--- src/rtl/cbl_pkg.sv ---
package cbl_pkg;

    localparam int REG_SEL_W = 3;

    localparam logic [7:0] LOOP_OP_NOEXIT  = 8'h01;
    localparam logic [7:0] LOOP_OP_EXIT_ZC = 8'h06;
    localparam logic [7:0] LOOP_OP_EXIT_ZS = 8'h07;
    localparam logic [4:0] LOOP_SEL_PREFIX = 5'b10111;

    localparam int SHORT_LEN = 2;
    localparam int LONG_LEN  = 3;
    localparam int LOOP_LEN  = 3;

    typedef struct packed {
        logic c;
        logic v;
        logic z;
        logic n;
    } ccr_t;

    typedef enum logic [3:0] {
        CND_ALWAYS = 4'h0,
        CND_NEVER  = 4'h1,
        CND_HIGHER = 4'h2,
        CND_LOWSAM = 4'h3,
        CND_CCLR   = 4'h4,
        CND_CSET   = 4'h5,
        CND_NEQ    = 4'h6,
        CND_EQ     = 4'h7,
        CND_VCLR   = 4'h8,
        CND_VSET   = 4'h9,
        CND_POS    = 4'hA,
        CND_NEG    = 4'hB,
        CND_GE     = 4'hC,
        CND_LT     = 4'hD,
        CND_GT     = 4'hE,
        CND_LE     = 4'hF
    } cond_e;

endpackage

--- src/rtl/cbl_cond_eval.sv ---
module cbl_cond_eval
    import cbl_pkg::*;
(
    input  ccr_t       flags_i,
    input  logic [3:0] code_i,
    output logic       taken_o
);

    logic n_eq_v;

    always_comb begin
        n_eq_v = (flags_i.n == flags_i.v);
        case (cond_e'(code_i))
            CND_ALWAYS: taken_o = 1'b1;
            CND_NEVER:  taken_o = 1'b0;
            CND_HIGHER: taken_o = !flags_i.c && !flags_i.z;
            CND_LOWSAM: taken_o = flags_i.c || flags_i.z;
            CND_CCLR:   taken_o = !flags_i.c;
            CND_CSET:   taken_o = flags_i.c;
            CND_NEQ:    taken_o = !flags_i.z;
            CND_EQ:     taken_o = flags_i.z;
            CND_VCLR:   taken_o = !flags_i.v;
            CND_VSET:   taken_o = flags_i.v;
            CND_POS:    taken_o = !flags_i.n;
            CND_NEG:    taken_o = flags_i.n;
            CND_GE:     taken_o = n_eq_v;
            CND_LT:     taken_o = !n_eq_v;
            CND_GT:     taken_o = !flags_i.z && n_eq_v;
            CND_LE:     taken_o = flags_i.z || !n_eq_v;
            default:    taken_o = 1'b0;
        endcase
    end

endmodule

--- src/rtl/cbl_target_calc.sv ---
module cbl_target_calc #(
    parameter int ADDR_W   = 16,
    parameter int DISP_W   = 8,
    parameter int INSN_LEN = 2
) (
    input  logic [ADDR_W-1:0] pc_i,
    input  logic [DISP_W-1:0] disp_i,
    output logic [ADDR_W-1:0] seq_o,
    output logic [ADDR_W-1:0] target_o
);

    logic [ADDR_W-1:0] disp_ext;

    generate
        if (DISP_W < ADDR_W) begin : g_sext
            assign disp_ext = {{(ADDR_W - DISP_W){disp_i[DISP_W-1]}}, disp_i};
        end else begin : g_full
            assign disp_ext = disp_i[ADDR_W-1:0];
        end
    endgenerate

    assign seq_o    = pc_i + ADDR_W'(INSN_LEN);
    assign target_o = seq_o + disp_ext;

endmodule

--- src/rtl/cbl_loop_ctrl.sv ---
module cbl_loop_ctrl
    import cbl_pkg::*;
#(
    parameter int DATA_W = 16
) (
    input  logic [7:0]           op_i,
    input  logic [7:0]           sel_i,
    input  logic                 z_i,
    input  logic [DATA_W-1:0]    reg_val_i,
    output logic                 legal_o,
    output logic                 exit_o,
    output logic [REG_SEL_W-1:0] idx_o,
    output logic [DATA_W-1:0]    dec_val_o,
    output logic                 dec_zero_o
);

    logic op_ok;
    logic sel_ok;

    always_comb begin
        op_ok  = (op_i == LOOP_OP_NOEXIT) || (op_i == LOOP_OP_EXIT_ZC) ||
                 (op_i == LOOP_OP_EXIT_ZS);
        sel_ok = (sel_i[7:3] == LOOP_SEL_PREFIX);
        legal_o = op_ok && sel_ok;
        exit_o  = ((op_i == LOOP_OP_EXIT_ZC) && !z_i) ||
                  ((op_i == LOOP_OP_EXIT_ZS) && z_i);
        idx_o      = sel_i[REG_SEL_W-1:0];
        dec_val_o  = reg_val_i - DATA_W'(1);
        dec_zero_o = (dec_val_o == '0);
    end

endmodule

--- src/rtl/cc_branch_unit.sv ---
module cc_branch_unit
    import cbl_pkg::*;
#(
    parameter int                ADDR_W   = 16,
    parameter int                DATA_W   = 16,
    parameter int                SDISP_W  = 8,
    parameter logic [ADDR_W-1:0] RESET_PC = 16'h1000
) (
    input  logic                 clk,
    input  logic                 rst_n,
    input  logic                 instr_valid,
    input  logic                 is_loop,
    input  logic                 is_long,
    input  logic [3:0]           cond_code,
    input  logic                 flag_c,
    input  logic                 flag_v,
    input  logic                 flag_z,
    input  logic                 flag_n,
    input  logic [ADDR_W-1:0]    disp_in,
    input  logic [7:0]           loop_op,
    input  logic [7:0]           loop_sel,
    output logic [REG_SEL_W-1:0] reg_rd_idx,
    input  logic [DATA_W-1:0]    reg_rd_data,
    output logic [ADDR_W-1:0]    pc_o,
    output logic                 wb_en,
    output logic [REG_SEL_W-1:0] wb_idx,
    output logic [DATA_W-1:0]    wb_data,
    output logic                 z_wr,
    output logic                 z_val,
    output logic                 illegal
);

    typedef struct packed {
        logic [ADDR_W-1:0]    pc;
        logic                 wb_en;
        logic [REG_SEL_W-1:0] wb_idx;
        logic [DATA_W-1:0]    wb_data;
        logic                 z_wr;
        logic                 z_val;
        logic                 illegal;
    } state_t;

    state_t st_d, st_q;

    ccr_t              flags;
    logic              br_taken;
    logic [ADDR_W-1:0] short_seq, short_tgt;
    logic [ADDR_W-1:0] long_seq, long_tgt;
    logic [ADDR_W-1:0] loop_seq, loop_tgt;
    logic              lp_legal, lp_exit, lp_zero;
    logic [DATA_W-1:0] lp_dec;

    assign flags = '{c: flag_c, v: flag_v, z: flag_z, n: flag_n};

    cbl_cond_eval u_cond (
        .flags_i (flags),
        .code_i  (cond_code),
        .taken_o (br_taken)
    );

    cbl_target_calc #(.ADDR_W(ADDR_W), .DISP_W(SDISP_W), .INSN_LEN(SHORT_LEN)) u_short (
        .pc_i     (st_q.pc),
        .disp_i   (disp_in[SDISP_W-1:0]),
        .seq_o    (short_seq),
        .target_o (short_tgt)
    );

    cbl_target_calc #(.ADDR_W(ADDR_W), .DISP_W(ADDR_W), .INSN_LEN(LONG_LEN)) u_long (
        .pc_i     (st_q.pc),
        .disp_i   (disp_in),
        .seq_o    (long_seq),
        .target_o (long_tgt)
    );

    cbl_target_calc #(.ADDR_W(ADDR_W), .DISP_W(SDISP_W), .INSN_LEN(LOOP_LEN)) u_loop_tgt (
        .pc_i     (st_q.pc),
        .disp_i   (disp_in[SDISP_W-1:0]),
        .seq_o    (loop_seq),
        .target_o (loop_tgt)
    );

    cbl_loop_ctrl #(.DATA_W(DATA_W)) u_loop (
        .op_i       (loop_op),
        .sel_i      (loop_sel),
        .z_i        (flag_z),
        .reg_val_i  (reg_rd_data),
        .legal_o    (lp_legal),
        .exit_o     (lp_exit),
        .idx_o      (reg_rd_idx),
        .dec_val_o  (lp_dec),
        .dec_zero_o (lp_zero)
    );

    always_comb begin
        st_d         = st_q;
        st_d.wb_en   = 1'b0;
        st_d.z_wr    = 1'b0;
        st_d.illegal = 1'b0;
        if (instr_valid) begin
            if (is_loop) begin
                if (!lp_legal) begin
                    st_d.pc      = loop_seq;
                    st_d.illegal = 1'b1;
                end else if (lp_exit) begin
                    st_d.pc = loop_seq;
                end else begin
                    st_d.wb_en   = 1'b1;
                    st_d.wb_idx  = reg_rd_idx;
                    st_d.wb_data = lp_dec;
                    st_d.z_wr    = 1'b1;
                    st_d.z_val   = lp_zero;
                    st_d.pc      = lp_zero ? loop_seq : loop_tgt;
                end
            end else if (is_long) begin
                st_d.pc = br_taken ? long_tgt : long_seq;
            end else begin
                st_d.pc = br_taken ? short_tgt : short_seq;
            end
        end
    end

    always_ff @(posedge clk) begin
        if (!rst_n) begin
            st_q    <= '0;
            st_q.pc <= RESET_PC;
        end else begin
            st_q <= st_d;
        end
    end

    assign pc_o    = st_q.pc;
    assign wb_en   = st_q.wb_en;
    assign wb_idx  = st_q.wb_idx;
    assign wb_data = st_q.wb_data;
    assign z_wr    = st_q.z_wr;
    assign z_val   = st_q.z_val;
    assign illegal = st_q.illegal;

    assert_idle_pc_hold_R2: assert property (@(posedge clk) disable iff (!rst_n)
        !instr_valid |=> $stable(pc_o) && !wb_en);

    assert_never_code_steps_R3: assert property (@(posedge clk) disable iff (!rst_n)
        (instr_valid && !is_loop && !is_long && cond_code == 4'h1)
        |=> pc_o == $past(pc_o) + ADDR_W'(2));

    assert_exit_no_write_R8: assert property (@(posedge clk) disable iff (!rst_n)
        (instr_valid && is_loop && lp_legal && lp_exit) |=> !wb_en && !z_wr);

    assert_wb_from_loop_R9: assert property (@(posedge clk) disable iff (!rst_n)
        wb_en |-> $past(instr_valid && is_loop));

    assert_zero_flag_match_R9: assert property (@(posedge clk) disable iff (!rst_n)
        z_wr |-> (z_val == (wb_data == '0)));

    assert_illegal_quiet_R10: assert property (@(posedge clk) disable iff (!rst_n)
        illegal |-> !wb_en && !z_wr);

    assert_pulse_single_R11: assert property (@(posedge clk) disable iff (!rst_n)
        !instr_valid |=> !wb_en && !z_wr && !illegal);

endmodule

--- config.mk ---
export PLATFORM = sky130hd
export DESIGN_NAME = cc_branch_unit
export DESIGN_NICKNAME = d
export VERILOG_FILES = /design/src/rtl/cbl_pkg.sv /design/src/rtl/cbl_cond_eval.sv /design/src/rtl/cbl_target_calc.sv /design/src/rtl/cbl_loop_ctrl.sv /design/src/rtl/cc_branch_unit.sv
export SDC_FILE = /design/constraint.sdc
export NUM_CORES = 1
export LEC_CHECK = 0
export BUFFER_PORTS_ARGS = -buffer_cell sky130_fd_sc_hd__buf_4
export CORE_MARGIN = 3
export CORE_UTILIZATION = 60
export DETAILED_ROUTE_END_ITERATION = 8
export PLACE_DENSITY = 0.87
export SLEW_MARGIN = 40
export SYNTH_ARGS = -nofsm -noshare
export SYNTH_HDL_FRONTEND = slang
export SYNTH_SLANG_ARGS = --single-unit
export TNS_END_PERCENT = 1
--- constraint.sdc ---
create_clock -name clk -period 8.7 [get_ports clk]
set_clock_uncertainty 0.2 [all_clocks]
set_input_delay 0.87 -clock clk [delete_from_list [all_inputs] [get_ports clk]]
set_output_delay 0.87 -clock clk [all_outputs]
set_load 0.01 [all_outputs]
Yosys cells after proc, flatten, opt, wreduce, memory -nomap -nowiden
Cells that the tools add are included.
Word-level totals
  bits in registers: 39
  input bits: 61
  output and inout bits: 42
  logic and storage cells: 64
Operators by class
  add/subtract/negate cells: 6
  equal/unequal tests: 20
  muxes and demuxes: 10
  bitwise gates (word level): 1
  reductions and logical operators: 20
Operator list (count)
  16-bit 2-to-1 mux: 7
  16-bit adder: 3
  16-bit by 2-bit adder with 16-bit output (second input constant): 2
  4-bit == test (second input constant): 8
  22-bit 2-to-1 mux: 1
  4-bit by 3-bit == test with 1-bit output (second input constant): 4
  8-bit by 3-bit == test with 1-bit output (second input constant): 2
  16-bit zero test: 1
  1-bit case mux with 16 select lines: 1
  16-bit by 1-bit subtractor with 16-bit output (second input constant): 1
  4-bit by 2-bit == test with 1-bit output (second input constant): 2
  8-bit by 1-bit == test with 1-bit output (second input constant): 1
  4-bit AND reduction: 2
  5-bit == test (second input constant): 1
  1-bit logical AND: 5
  1-bit zero test: 5
  1-bit logical OR: 5
  4-bit by 1-bit == test with 1-bit output (second input constant): 1
  4-bit zero test: 1
  3-bit AND reduction: 1
  1-bit == test: 1
  1-bit 2-to-1 mux: 1
  1-bit inverter: 1

Depth between registers and ports, before layout
  depth in word-level cells: 7
  mapped depth: 16
  gate-level depth less buffers: 15

By module
A second synthesis with hierarchy kept.
Second synthesis, totals
  cells, all modules: 758
  area total of the unflattened synthesis: 6107.1 µm²
By module, submodules not included
  cc_branch_unit: instances 1, cells an instance 244, area each 2275.9 µm², seq. area each 760.7 µm²
  cbl_target_calc (u_long): instances 1, cells an instance 144, area each 1084.8 µm², seq. area each 0.0 µm²
  cbl_target_calc (u_short): instances 1, cells an instance 131, area each 1011.0 µm², seq. area each 0.0 µm²
  cbl_target_calc (u_loop_tgt): instances 1, cells an instance 139, area each 1007.2 µm², seq. area each 0.0 µm²
  cbl_loop_ctrl: instances 1, cells an instance 74, area each 533.0 µm², seq. area each 0.0 µm²
  cbl_cond_eval: instances 1, cells an instance 26, area each 195.2 µm², seq. area each 0.0 µm²

Worst setup path before layout
No wires, ideal clock.
  path kind: register -> register
  start: register st_q (netlist bit pc_o[1])
  end: register st_q (netlist bit pc_o[13])
  setup time: 0.117 ns
  data arrival time: 3.574 ns
  required time: 8.383 ns
  setup slack: 4.810 ns
  stages on the path, launching flop included: 17
  path buffers: 1
  period minus slack after synthesis: 3.890 ns
  cells stage by stage: dfxtp_1 > inv_1 > ha_1 > a21oi_1 > nor2_1 > xnor2_1 > inv_1 > ha_1 > clkbuf_1 > and2_1 > a2111oi_1 > a211oi_1 > or3_1 > a21oi_1 > xor2_1 > o211ai_1 > a22o_1
On the way
  word-level cells in the longest chain between the ends: 6
  elaborated cells on any way between the ends: 12
  classes of those cells: 5 x add/sub; 7 x mux
RTL lines
  from (decl): line cc_branch_unit.sv:43  | state_t st_d, st_q;
  from (signal assigned): line cc_branch_unit.sv:127  | st_q <= st_d;
  16-bit by 2-bit adder with 16-bit output: line cbl_target_calc.sv:22  | assign seq_o = pc_i + ADDR_W'(INSN_LEN);
  16-bit adder: line cbl_target_calc.sv:23  | assign target_o = seq_o + disp_ext;
  16-bit 2-to-1 mux: line cc_branch_unit.sv:112  | st_d.pc = lp_zero ? loop_seq : loop_tgt;
  16-bit 2-to-1 mux: line cc_branch_unit.sv:104  | end else if (lp_exit) begin
  16-bit 2-to-1 mux: line cc_branch_unit.sv:101  | if (!lp_legal) begin
  16-bit 2-to-1 mux (*): line cc_branch_unit.sv:100  | if (is_loop) begin
Every way passes the cells marked *; elsewhere a longest branch is shown, timed or not.
A chain may end at the register's enable or synchronous reset.

Worst setup path after layout
  start: register st_q (netlist bit pc_o[1])
  end: register st_q (netlist bit pc_o[15])
Same word-level chain as after synthesis.

==> flow_summary_export.csv <==
group,metric,value,unit
status,status,"finished, final reports clean",
clock_tree,clkLatencyLatePin,0.29,ns
synthesis,async_flop_share,0,
timing,max_freq,0.227,GHz
detailed_routing,wire_per_inst,19.3,um
detailed_routing,wirelength,15700,um
clock_tree,postCtsSetupBuffers,0,
timing,rsz0062_at_grt,"false",
clock_tree,cts_tree,"yes",
timing,worst_slew_pin_slew,0.777,ns
finish,nets,816,
synthesis,synth_compound_area_frac,0.259,
synthesis,synth-adder-area-share,0.117,
power,total_power,0.739,mW
floorplan,die_y,97.7,um
synthesis,synth_area_per_cell,7.97,sq um
detailed_routing,drt-vias-per-instance,6.52,
timing,fin_crit_sh,0.507,
clock_tree,cts_resized,0,
worst_setup_path,r2r_end,"pc_o[15]",
synthesis,synthFlopType,"dfxtp_1",
finish,diodes,0,
synthesis,yosysWarnings,0,
floorplan,rows,32,
worst_setup_path,worstPathRequired,8.71,ns
clock_tree,htreeDepth,2,
detailed_routing,drt_iter0_markers,450,
timing,final_hold_viol_count,0,
floorplan,io_pins,103,
placement,dp_hpwl,12200,um
detailed_routing,vias,5292,
worst_hold_path,min_path_type,"register to register",
global_routing,antenna_found_initial,0,
worst_hold_path,min_from,"wb_data[2]",
job,cap_violations,0,
placement,portBuffers,102,
global_routing,grt_max_degree,40,
timing,drv_slew,0,
power,peakVddDrop,0.0000833,V
worst_setup_path,crit_path_end_kind,"register",
timing,fin_ws,4.29,ns
global_routing,grt_pass1_vias,5192,
synthesis,synthCells,632,
synthesis,yosys-mux-area-fraction,0.0799,
clock_tree,cts-buffers-inserted,5,
synthesis,synth-xor-area-share,0.132,
global_routing,grt.total_usage,0.318,
synthesis,synthesis.area,5040,sq um
placement,place_congestion,0.990,
placement,dp_slack,4.29,ns
synthesis,synth-seq-area-share,0.151,
worst_setup_path,r2r-start,"pc_o[1]",
global_routing,grt_overflow,0,
floorplan,die_width,97.7,um
worst_setup_path,critPathKind,"register to register",
power,powerDensity,125,nW/um^2
synthesis,synth_nets,739,
finish,drive_above_1_share,0.210,
timing,period_needed,4.41,ns
worst_setup_path,cp.arrival,4.42,ns
synthesis,synth_top_family_by_area,"compound AO/OA/AOI/OAI gates",
finish,syn2layout_area_growth,17.1,%
clock_tree,root_buffer,"clkbuf_8",
detailed_routing,ant_nets,0,
worst_setup_path,cp_max_fo,9,
timing,finalSetupViolations,0,
worst_hold_path,min_to,"wb_data[2]",
floorplan,core-area,7930,sq um
synthesis,ys_seq_elements,38,
finish,fin_util,0.744,
synthesis,synth_enable_flop_cells,0,
timing,relSlewSlack,0.481,
clock_tree,numClockSinks,38,
floorplan,start_util,0.636,
clock_tree,holdBufCountCts,0,
worst_setup_path,rr_worst_depth,15,
detailed_routing,first_pass_iters,5,
worst_hold_path,holdPathStages,1,
synthesis,synth-simple-area-share,0.209,
power,p_leak,2.70,nW
clock_tree,cts_buffer_depth,2,
synthesis,synth_cell_type_count,74,
worst_setup_path,r2r_setup_slack,4.29,ns
global_routing,grt_pass1_wl,25400,um
floorplan,fp.dieArea,9540,sq um
timing,setup-tns-final,0,ns
worst_setup_path,crit_path_start_kind,"register",
detailed_routing,drc_errors,0,
clock_tree,path_clk_slew,0.09,ns
-- placed cells by master, fill, tap and decap left out, types with 18 or more instances in the layout --
cell | Yosys | routed
nand2_1 | 50 | 50
mux2i_1 | 20 | 20
buf_4 | 6 | 106
nor2_1 | 43 | 42
ha_1 | 44 | 44
nor3_1 | 18 | 18
o21ai_0 | 29 | 29
xnor2_1 | 48 | 47
a21oi_1 | 43 | 43
inv_1 | 20 | 20
xor2_1 | 28 | 28
nand3_1 | 24 | 24
dfxtp_1 | 38 | 38
-- power breakdown --
part           total [mW]  switching [mW]  leakage (nW)  internal (mW)
Clock               0.153          0.0688        0.0579         0.0845
Sequential          0.198          0.0173         0.309          0.181
Combinational       0.388           0.213          2.33          0.175
Total               0.739           0.299          2.70          0.440
-- worst max-delay path: stages (launching register included) --
cell and delay [ns]:
dfxtp_1 0.50, inv_1 0.20, ha_1 0.25, a21oi_1 0.29, nor2_1 0.09, xnor2_1 0.16
inv_1 0.10, ha_1 0.36, o21ai_0 0.37, nor2_1 0.14, a2111oi_1 0.77, o31ai_1 0.18
a21oi_1 0.20, xnor2_1 0.15, mux2i_1 0.11, o41ai_2 0.27
-- flip-flops by register name, summed over array words and instances (netlist names) --
name / cells
wb_en: 1
z_val: 1
wb_idx: 3
pc_o: 16
illegal: 1
wb_data: 16
-- worst max path at each step --
stage	start	end	slack [ns]	depth (start not counted)
final	pc_o[1]	pc_o[15]	4.29	15
after global routing	pc_o[1]	pc_o[15]	3.95	13
after CTS	pc_o[1]	pc_o[15]	4.26	15
after detailed placement	pc_o[1]	pc_o[15]	4.29	15
after global placement	pc_o[1]	pc_o[15]	4.50	15
after floorplan	pc_o[1]	pc_o[13]	4.81	16
-- cells by family after synthesis --
kind of cell    Yosys count
flops                    38
simple gates            205
buf+inv                  56
xor+xnor                 76
fa+ha+maj                46
mux                      29
compound gates          182
-- per-layer routing --
metal  share of wire  global-route usage  vias to the layer above
met5               0                   0                        -
met4           0.017              0.0916                        0
met3           0.088              0.0538                       29
met2            0.48               0.550                      270
met1            0.42               0.403                     2487
li1                -                   -                     2506
-- area by class of cell --
type / count / area, sq um
fill: 629 / 2030
sequential: 38 / 761
timing repair buffer: 106 / 796
clock buffer: 5 / 68.8
multi-input combinational: 538 / 4030
tap: 102 / 128
inverter: 20 / 75.1
clock inverter: 3 / 40.0
-- through the flow --
step	instances	hold WS, ns	instance area (sq um)
after global routing	812	0.332	5900
after floorplan	632	0.339	5040
after CTS	812	0.312	5900
final	812	0.309	5900
after global placement	804	0.281	5790
after detailed placement	804	0.291	5790
-- cells in the mapped netlist (all sizes together) (10+ instances only) --
cell type / number / area, sq um
a211oi: 16 / 120
a21o: 17 / 128
a21oi: 43 / 215
a31o: 10 / 87.6
and3: 12 / 75.1
buf: 13 / 95.1
clkbuf: 23 / 87.6
dfxtp: 38 / 761
ha: 44 / 551
inv: 20 / 75.1
mux2i: 20 / 200
nand2: 50 / 188
nand3: 25 / 130
nor2: 44 / 173
nor3: 18 / 90.1
o211a: 16 / 160
o21ai: 30 / 154
xnor2: 48 / 420
xor2: 28 / 245
No activity file was read; power rests on OpenSTA's default activity.
